File: config.mk
export PLATFORM = sky130hd
export DESIGN_NAME = fp_cond_eval
export DESIGN_NICKNAME = d
export VERILOG_FILES = /design/src/rtl/fp_cond_eval.sv
export SDC_FILE = /design/constraint.sdc
export NUM_CORES = 1
export LEC_CHECK = 0
export BUFFER_PORTS_ARGS = -buffer_cell sky130_fd_sc_hd__buf_4
export CAP_MARGIN = 20
export CORE_AREA = 2 2 39 41
export DETAILED_ROUTE_END_ITERATION = 6
export DIE_AREA = 0 0 41 43
export GPL_ROUTABILITY_DRIVEN = 0
export PLACE_DENSITY = 0.59
export SYNTH_ARGS = -nofsm -noshare
export SYNTH_HDL_FRONTEND = slang
export SYNTH_SLANG_ARGS = --single-unit
File: constraint.sdc
create_clock -name clk -period 0.8 [get_ports clk]
set_clock_uncertainty 0.1 [all_clocks]
set_input_delay 0 -clock clk [delete_from_list [all_inputs] [get_ports clk]]
set_output_delay 0 -clock clk [all_outputs]
set_load 0.02 [all_outputs]
File: src/rtl/fp_cond_eval.sv
module fp_cond_eval #(
  parameter int SR_W    = 32,
  parameter int N_BIT   = 27,
  parameter bit REG_OUT = 1'b1
) (
  input  logic            clk,
  input  logic            rst_n,
  input  logic [5:0]      pred_i,
  input  logic [SR_W-1:0] fpsr_i,
  output logic            taken_o,
  output logic            bad_pred_o,
  output logic            unord_exc_o
);
  localparam int Z_BIT = N_BIT - 1;
  localparam int A_BIT = N_BIT - 3;

  logic n, z, a;
  logic fn, bad, sig, taken_c, exc_c;

  assign n = fpsr_i[N_BIT];
  assign z = fpsr_i[Z_BIT];
  assign a = fpsr_i[A_BIT];

  always_comb begin
    unique case (pred_i[3:0])
      4'd0:  fn = 1'b0;
      4'd1:  fn = z;
      4'd2:  fn = !(a | z | n);
      4'd3:  fn = z | !(a | n);
      4'd4:  fn = n & !a & !z;
      4'd5:  fn = z | (n & !a);
      4'd6:  fn = !(a | z);
      4'd7:  fn = !a;
      4'd8:  fn = a;
      4'd9:  fn = a | z;
      4'd10: fn = a | !(n | z);
      4'd11: fn = a | z | !n;
      4'd12: fn = a | (n & !z);
      4'd13: fn = a | z | n;
      4'd14: fn = !z;
      default: fn = 1'b1;
    endcase
  end

  assign bad     = pred_i[5];
  assign sig     = pred_i[4] & !bad;
  assign taken_c = fn & !bad;
  assign exc_c   = sig & a;

  generate
    if (REG_OUT) begin : g_reg
      always_ff @(posedge clk or negedge rst_n) begin
        if (!rst_n) begin
          taken_o     <= 1'b0;
          bad_pred_o  <= 1'b0;
          unord_exc_o <= 1'b0;
        end else begin
          taken_o     <= taken_c;
          bad_pred_o  <= bad;
          unord_exc_o <= exc_c;
        end
      end

      p_invalid_code_r8: assert property (@(posedge clk) disable iff (!rst_n)
        rst_n |=> (bad_pred_o == ($past(pred_i) > 6'd31)));
      p_invalid_quiet_r8: assert property (@(posedge clk) disable iff (!rst_n)
        bad_pred_o |-> (!taken_o && !unord_exc_o));
      p_exc_on_nan_r7: assert property (@(posedge clk) disable iff (!rst_n)
        rst_n |=> (unord_exc_o == ($past(pred_i[5:4]) == 2'b01 && $past(fpsr_i[A_BIT]))));
      p_never_r1: assert property (@(posedge clk) disable iff (!rst_n)
        (pred_i == 6'd0 || pred_i == 6'd16) |=> !taken_o);
      p_always_r1: assert property (@(posedge clk) disable iff (!rst_n)
        (pred_i == 6'd15 || pred_i == 6'd31) |=> taken_o);
      p_ordered_nan_r4: assert property (@(posedge clk) disable iff (!rst_n)
        (pred_i[5] == 1'b0 && pred_i[3:0] == 4'd7 && fpsr_i[A_BIT]) |=> !taken_o);
    end else begin : g_comb
      assign taken_o     = taken_c;
      assign bad_pred_o  = bad;
      assign unord_exc_o = exc_c;

      always_comb begin
        if (rst_n) begin
          a_invalid_quiet_r8: assert (!(bad_pred_o && (taken_o || unord_exc_o)));
        end
      end
    end
  endgenerate
endmodule

==> load_flow_metrics.sql, run 1 <==
INSERT INTO impl_metrics (metric_group, metric, value, unit) VALUES
('run_status', 'run_status', 'complete, but fails checks', ''),
('run_status', 'violations', 'negative hold slack, negative setup slack', ''),
('critical_path', 'critical_path_fanouts_max', '1', ''),
('sta', 'finalHoldViolCount', '4', ''),
('clock_tree', 'cts_hold_buf', '1', ''),
('final_layout', 'final_cell_count_no_fill', '45', ''),
('sta', 'finalWorstSetupSlack', '-0.0251', 'ns'),
('die', 'die_width', '41', 'um'),
('die', 'ios', '43', ''),
('sta', 'fmaxAchievable', '1210', 'MHz'),
('critical_path', 'cp_data_arrival_time', '0.73', 'ns'),
('synth', 'ys_seq_area_share', '57.1', '%'),
('place', 'numPortBuffers', '13', ''),
('sta', 'hold_ws', '-0.203', 'ns'),
('clock_tree', 'cts-root-buf', 'sky130_fd_sc_hd__clkbuf_4', ''),
('sta', 'grt_setup_unrepaired', 'yes', ''),
('final_layout', 'layout.cells.most_common', 'sky130_fd_sc_hd__buf_4', ''),
('final_layout', 'num_antenna_cells', '0', ''),
('critical_path', 'timing.critical_path.max_delay_family', 'flip-flops', ''),
('synth', 'post_synth_instance_area', '131', 'sq um'),
('synth', 'syn_avg_cell_area', '11.9', 'sq um'),
('min_path', 'holdCritPathClass', 'input pin to flip-flop', ''),
('sta', 'worst_pin_slew', '0.239', 'ns'),
('clock_tree', 'cts_htree_levels', '1', ''),
('die', 'rows', '14', ''),
('global_route', 'grt_overflow_total', '0', ''),
('final_layout', 'fill_cells', '165', ''),
('clock_tree', 'cts_buffers', '3', ''),
('place', 'dp.cells', '40', ''),
('sta', 'setup_viol', '3', ''),
('final_layout', 'nets_final', '70', ''),
('clock_tree', 'cts.path.max_buffers', '2', ''),
('critical_path', 'path_class', 'flip-flop to output port', ''),
('detailed_routing', 'vias', '159', ''),
('global_route', 'grt_first_pass_wirelength', '572', 'um'),
('detailed_routing', 'total_wire_length_after_detailed_routing', '398', 'um'),
('die', 'floorplan.initialDensity', '9.49', '%'),
('synth', 'syn-num-nets', '51', ''),
('die', 'die_height', '43', 'um'),
('critical_path', 'critical_path.n_buffers_inverters', '1', ''),
('global_route', 'first_global_vias', '137', ''),
('job', 'maxCapViolCount', '0', ''),
('synth', 'syn-instance-count', '11', ''),
('final_layout', 'most-common-layout-cells', 'sky130_fd_sc_hd__buf_4, sky130_fd_sc_hd__dfrtp_1, sky130_fd_sc_hd__clkbuf_4, sky130_fd_sc_hd__buf_6', ''),
('synth', 'synth_seq_cells', '3', ''),
('power_and_ir_drop', 'p_leak', '0.146', 'nW'),
('global_route', 'globalRouteTotalUtil', '5.95', '%'),
('critical_path', 'critical_path.endpoint_type', 'output port', ''),
('power_and_ir_drop', 'vdd_drop_max', '0.000278', 'V'),
('critical_path', 'critPathMaxStageDelay', '0.37', 'ns'),
('place', 'place_ws', '-0.0812', 'ns'),
('die', 'coreArea', '1380', 'sq um'),
('synth', 'synthesis.yosys.warnings', '0', ''),
('die', 'fp.dieArea', '1760', 'sq um'),
('sta', 'post_route_clock_period_utilization', '103', '%'),
('detailed_routing', 'antenna_left', '0', ''),
('detailed_routing', 'post_route_drc', '0', ''),
('power_and_ir_drop', 'power_density', '1780', 'nW/um^2'),
('sta', 'slew_viols_final', '0', ''),
('clock_tree', 'cts.sink_count', '3', ''),
('detailed_routing', 'initialDrtViolationCount', '3', ''),
('critical_path', 'worst_path_max_delay_cell', 'sky130_fd_sc_hd__dfrtp_1', ''),
('critical_path', 'worst-endpoint-required', '0.70', 'ns'),
('critical_path', 'timing.critical_path.from_type', 'flip-flop', ''),
('global_route', 'maximum_number_of_pins_on_one_net_before_global_route_repair', '4', ''),
('final_layout', 'drive_gt1_share', '58.6', '%'),
('detailed_routing', 'wire_per_inst', '8.84', 'um'),
('clock_tree', 'clock_tree_from_tritoncts', 'done', ''),
('synth', 'synthDistinctLibCells', '9', ''),
('final_layout', 'syn2layout_area_growth', '126', '%'),
('detailed_routing', 'route.detailed.vias_per_inst', '3.53', ''),
('sta', 'timing.final.crit_period', '0.825', 'ns'),
('detailed_routing', 'firstDrtPassIters', '3', ''),
('critical_path', 'critical_path.cell_chain', 'buf_6', ''),
('sta', 'timing.max_slew.rel_slack', '83.9', '%'),
('clock_tree', 'clkTransAtPathRegs', '0.04', 'ns'),
('global_route', 'initial_antenna_violation_count', '0', '');
## what timing repair did
| item | 4_1_cts | 5_1_grt |
|---|---|---|
| resized for setup | 3 | 0 |
| endpoints found under the hold margin | 6 | 3 |
| gates cloned | 0 | 0 |
| buffers inserted | 0 | 0 |
| pin swaps | 0 | 0 |
| endpoints found under the setup margin | 3 | 3 |
## cell usage after synthesis
master	n	area share, %
sky130_fd_sc_hd__a22o_1	1	6.7
sky130_fd_sc_hd__o22ai_1	1	4.8
sky130_fd_sc_hd__a311oi_1	1	6.7
sky130_fd_sc_hd__mux2_1	1	8.6
sky130_fd_sc_hd__dfrtp_1	3	57
sky130_fd_sc_hd__nor3b_1	1	5.7
sky130_fd_sc_hd__a31oi_1	1	4.8
sky130_fd_sc_hd__inv_1	1	2.9
sky130_fd_sc_hd__inv_2	1	2.9
## report_power, final
part	switching [mW]	leakage (nW)	total, mW	internal (mW)
logic	0.0372	0.0932	0.0994	0.0622
clock network	0.0774	0.0150	0.264	0.187
registers	0.00374	0.0381	0.165	0.161
total	0.118	0.146	0.528	0.410
## kinds of logic (layout without fill, tap and decap cells)
group | after synthesis | count (layout) | share of synthesized area [%]
AO/OA/AOI/OAI | 4 | 4 | 22.9
buffers and inverters | 2 | 20 | 5.71
flip-flops | 3 | 3 | 57.1
multiplexers | 1 | 1 | 8.57
AND/OR/NAND/NOR | 1 | 1 | 5.72
## worst paths after layout
check                          start    endpoint  slack (ns)  cells past startpoint
worst max-delay path         taken_o     taken_o       -0.03                      1
min in group asynchronous      rst_n  bad_pred_o           0                      2
max in group asynchronous      rst_n     taken_o        0.51                      2
worst min-delay path       pred_i[5]  bad_pred_o       -0.20                      1
## layout make-up
cell class                      instances  area, sq um  share of cell area, %
Clock buffer                            4         26.3                   8.86
Inverter                                2         7.51                   2.53
Multi-Input combinational cell          6         48.8                   16.5
Sequential cell                         3         75.1                   25.3
Tap cell                               16         20.0                   6.75
Timing Repair Buffer                   14          119                   40.1
## metrics by stage
| stage | utilization, % | power [mW] | cell area [sq um] | TNS, ns |
|---|---|---|---|---|
| global route | 21.4 | 0.575 | 297 | -0.159 |
| global placement | 18.0 | 0.256 | 249 | -0.0683 |
| floorplan | - | 0.196 | 131 | 0 |
| CTS | 21.4 | 0.544 | 297 | -0.105 |
| detailed placement | 18.0 | 0.257 | 249 | -0.0812 |
| finish | 21.4 | 0.528 | 297 | -0.0681 |
## registers in the layout (all words and copies together) (netlist names)
register,flops
bad_pred_o,1
taken_o,1
unord_exc_o,1
## layer usage
| layer | share of wire, % | up-vias | global-route usage (%) |
|---|---|---|---|
| met4 | 0 | 0 | 8.00 |
| met5 | 0 | - | 0 |
| met3 | 21 | 0 | 5.24 |
| met1 | 43 | 68 | 6.84 |
| li1 | - | 77 | - |
| met2 | 35 | 14 | 5.00 |
Power figures use the tool's default switching activity.
==> inputs of run 2 (changes only) <==
Settings changed: GPL_TIMING_DRIVEN set to 0, REMOVE_ABC_BUFFERS set to 1.
==> run 2 against run 1 <==
- the run still ends with negative hold slack, negative setup slack left
- core utilization unchanged
- die area unchanged
- wire length up 1.5%
- critical path type unchanged
==> load_flow_metrics.sql, run 2 (synthesized netlist as in run 1, its figures left out) <==
INSERT INTO impl_metrics (metric_group, metric, value, unit) VALUES
('run_status', 'run_status', 'complete, but fails checks', ''),
('run_status', 'violations', 'negative hold slack, negative setup slack', ''),
('detailed_routing', 'vias', '152', ''),
('global_route', 'global_route.peak_usage_layer', 'met4', ''),
('sta', 'grt_setup_unrepaired', 'yes', ''),
('global_route', 'maximum_number_of_pins_on_one_net_before_global_route_repair', '4', ''),
('place', 'dp.cells', '40', ''),
('place', 'postPlaceCellArea', '249', 'sq um'),
('min_path', 'holdCritPathClass', 'input pin to flip-flop', ''),
('sta', 'post_route_clock_period_utilization', '103', '%'),
('critical_path', 'critical_path.cell_chain', 'buf_6', ''),
('detailed_routing', 'initialDrtViolationCount', '0', ''),
('detailed_routing', 'wire_per_inst', '8.98', 'um'),
('final_layout', 'drive_gt1_share', '58.6', '%'),
('die', 'die_height', '43', 'um'),
('critical_path', 'worst-endpoint-required', '0.70', 'ns'),
('sta', 'setup_viol', '3', ''),
('critical_path', 'critical_path.endpoint_type', 'output port', ''),
('clock_tree', 'cts-root-buf', 'sky130_fd_sc_hd__clkbuf_4', ''),
('clock_tree', 'cts.path.max_buffers', '2', ''),
('detailed_routing', 'route.detailed.vias_per_inst', '3.38', ''),
('detailed_routing', 'antenna_left', '0', ''),
('clock_tree', 'clock_tree_from_tritoncts', 'done', ''),
('global_route', 'first_global_vias', '169', ''),
('sta', 'slew_viols_final', '0', ''),
('job', 'maxCapViolCount', '0', ''),
('final_layout', 'most-common-layout-cells', 'sky130_fd_sc_hd__buf_4, sky130_fd_sc_hd__dfrtp_1, sky130_fd_sc_hd__clkbuf_4, sky130_fd_sc_hd__buf_6', ''),
('global_route', 'grt_first_pass_wirelength', '655', 'um'),
('final_layout', 'layout_top_registers', 'bad_pred_o x1, taken_o x1, unord_exc_o x1', ''),
('sta', 'worst_pin_slew', '0.234', 'ns'),
('sta', 'timing.final.crit_period', '0.821', 'ns'),
('die', 'coreArea', '1380', 'sq um'),
('final_layout', 'fin_area', '297', 'sq um'),
('critical_path', 'critical_path_fanouts_max', '1', ''),
('place', 'numPortBuffers', '13', ''),
('critical_path', 'path_class', 'flip-flop to output port', ''),
('final_layout', 'nets_final', '70', ''),
('clock_tree', 'cts_setup_buffers', '0', ''),
('critical_path', 'worst_path_max_delay_cell', 'sky130_fd_sc_hd__dfrtp_1', ''),
('die', 'ios', '43', ''),
('global_route', 'globalRouteTotalUtil', '6.83', '%'),
('clock_tree', 'clkTransAtPathRegs', '0.04', 'ns'),
('power_and_ir_drop', 'vdd_drop_max', '0.000306', 'V'),
('clock_tree', 'cts_htree_levels', '1', ''),
('global_route', 'grt_overflow_total', '0', ''),
('clock_tree', 'cts_hold_buf', '1', ''),
('global_route', 'grt.met2_usage', '5.94', '%'),
('critical_path', 'timing.critical_path.from_type', 'flip-flop', ''),
('global_route', 'initial_antenna_violation_count', '0', ''),
('power_and_ir_drop', 'power_density', '1790', 'nW/um^2'),
('die', 'fp.dieArea', '1760', 'sq um'),
('die', 'floorplan.initialDensity', '9.49', '%'),
('critical_path', 'critPathMaxStageDelay', '0.36', 'ns'),
('sta', 'finalWorstSetupSlack', '-0.0212', 'ns'),
('sta', 'timing.max_slew.rel_slack', '84.3', '%'),
('final_layout', 'num_antenna_cells', '0', ''),
('detailed_routing', 'post_route_drc', '0', ''),
('place', 'place_ws', '-0.0791', 'ns'),
('final_layout', 'layout.cells.most_common', 'sky130_fd_sc_hd__buf_4', ''),
('sta', 'finalHoldViolCount', '3', ''),
('global_route', 'gr-usage-met3', '4.71', '%'),
('clock_tree', 'cts.sink_count', '3', ''),
('final_layout', 'final_cell_count_no_fill', '45', ''),
('sta', 'hold_ws', '-0.204', 'ns'),
('power_and_ir_drop', 'p_leak', '0.146', 'nW'),
('critical_path', 'cp_data_arrival_time', '0.72', 'ns'),
('die', 'rows', '14', ''),
('detailed_routing', 'firstDrtPassIters', '1', ''),
('final_layout', 'syn2layout_area_growth', '126', '%'),
('global_route', 'groute.layer.met1.usage', '8.04', '%'),
('critical_path', 'critical_path.n_buffers_inverters', '1', ''),
('detailed_routing', 'total_wire_length_after_detailed_routing', '404', 'um'),
('die', 'die_width', '41', 'um'),
('clock_tree', 'cts_buffers', '3', ''),
('final_layout', 'utilization', '21.4', '%'),
('sta', 'fmaxAchievable', '1220', 'MHz'),
('critical_path', 'timing.critical_path.max_delay_family', 'flip-flops', '');
==> run 2: cell counts in the layout (fill, tap and decap cells not counted) <==
Identical to the previous run, type by type.
==> run 2: final timing paths <==
| kind | start | end | slack, ns | depth (start not counted) |
|---|---|---|---|---|
| setup / recovery | bad_pred_o | bad_pred_o | -0.02 | 1 |
| max in group asynchronous | rst_n | unord_exc_o | 0.51 | 2 |
| min in group asynchronous | rst_n | bad_pred_o | 0 | 2 |
| hold / removal | pred_i[5] | bad_pred_o | -0.20 | 1 |
==> run 2: layout make-up <==
| type | count | area (sq um) |
|---|---|---|
| inverter | 2 | 7.51 |
| multi-input combinational | 6 | 48.8 |
| clock buffer | 4 | 26.3 |
| sequential | 3 | 75.1 |
| fill | 146 | 1090 |
| tap | 16 | 20.0 |
| timing repair buffer | 14 | 119 |
==> run 2: what timing repair did <==
action	CTS	global route
gates resized for setup	3	0
setup endpoints to repair	3	3
hold endpoints to repair	6	3
==> run 2: stage by stage <==
step	power [mW]	hold WS (ns)	TNS, ns
after floorplan	0.196	-0.396	0
after global placement	0.256	-0.311	-0.0787
after detailed placement	0.257	-0.311	-0.0791
after CTS	0.550	-0.215	-0.103
after global routing	0.569	-0.215	-0.133
final	0.529	-0.204	-0.0586
==> run 2: power by group <==
group	switching (mW)	internal, mW
Combinational	0.0381	0.0623
Clock	0.0778	0.187
Sequential	0.00342	0.161
Total	0.119	0.410
==> run 2: layer usage <==
layer	vias up	share of wire [%]
met3	0	19
li1	77	-
met1	61	47
met2	14	34
met5	-	0
met4	0	0
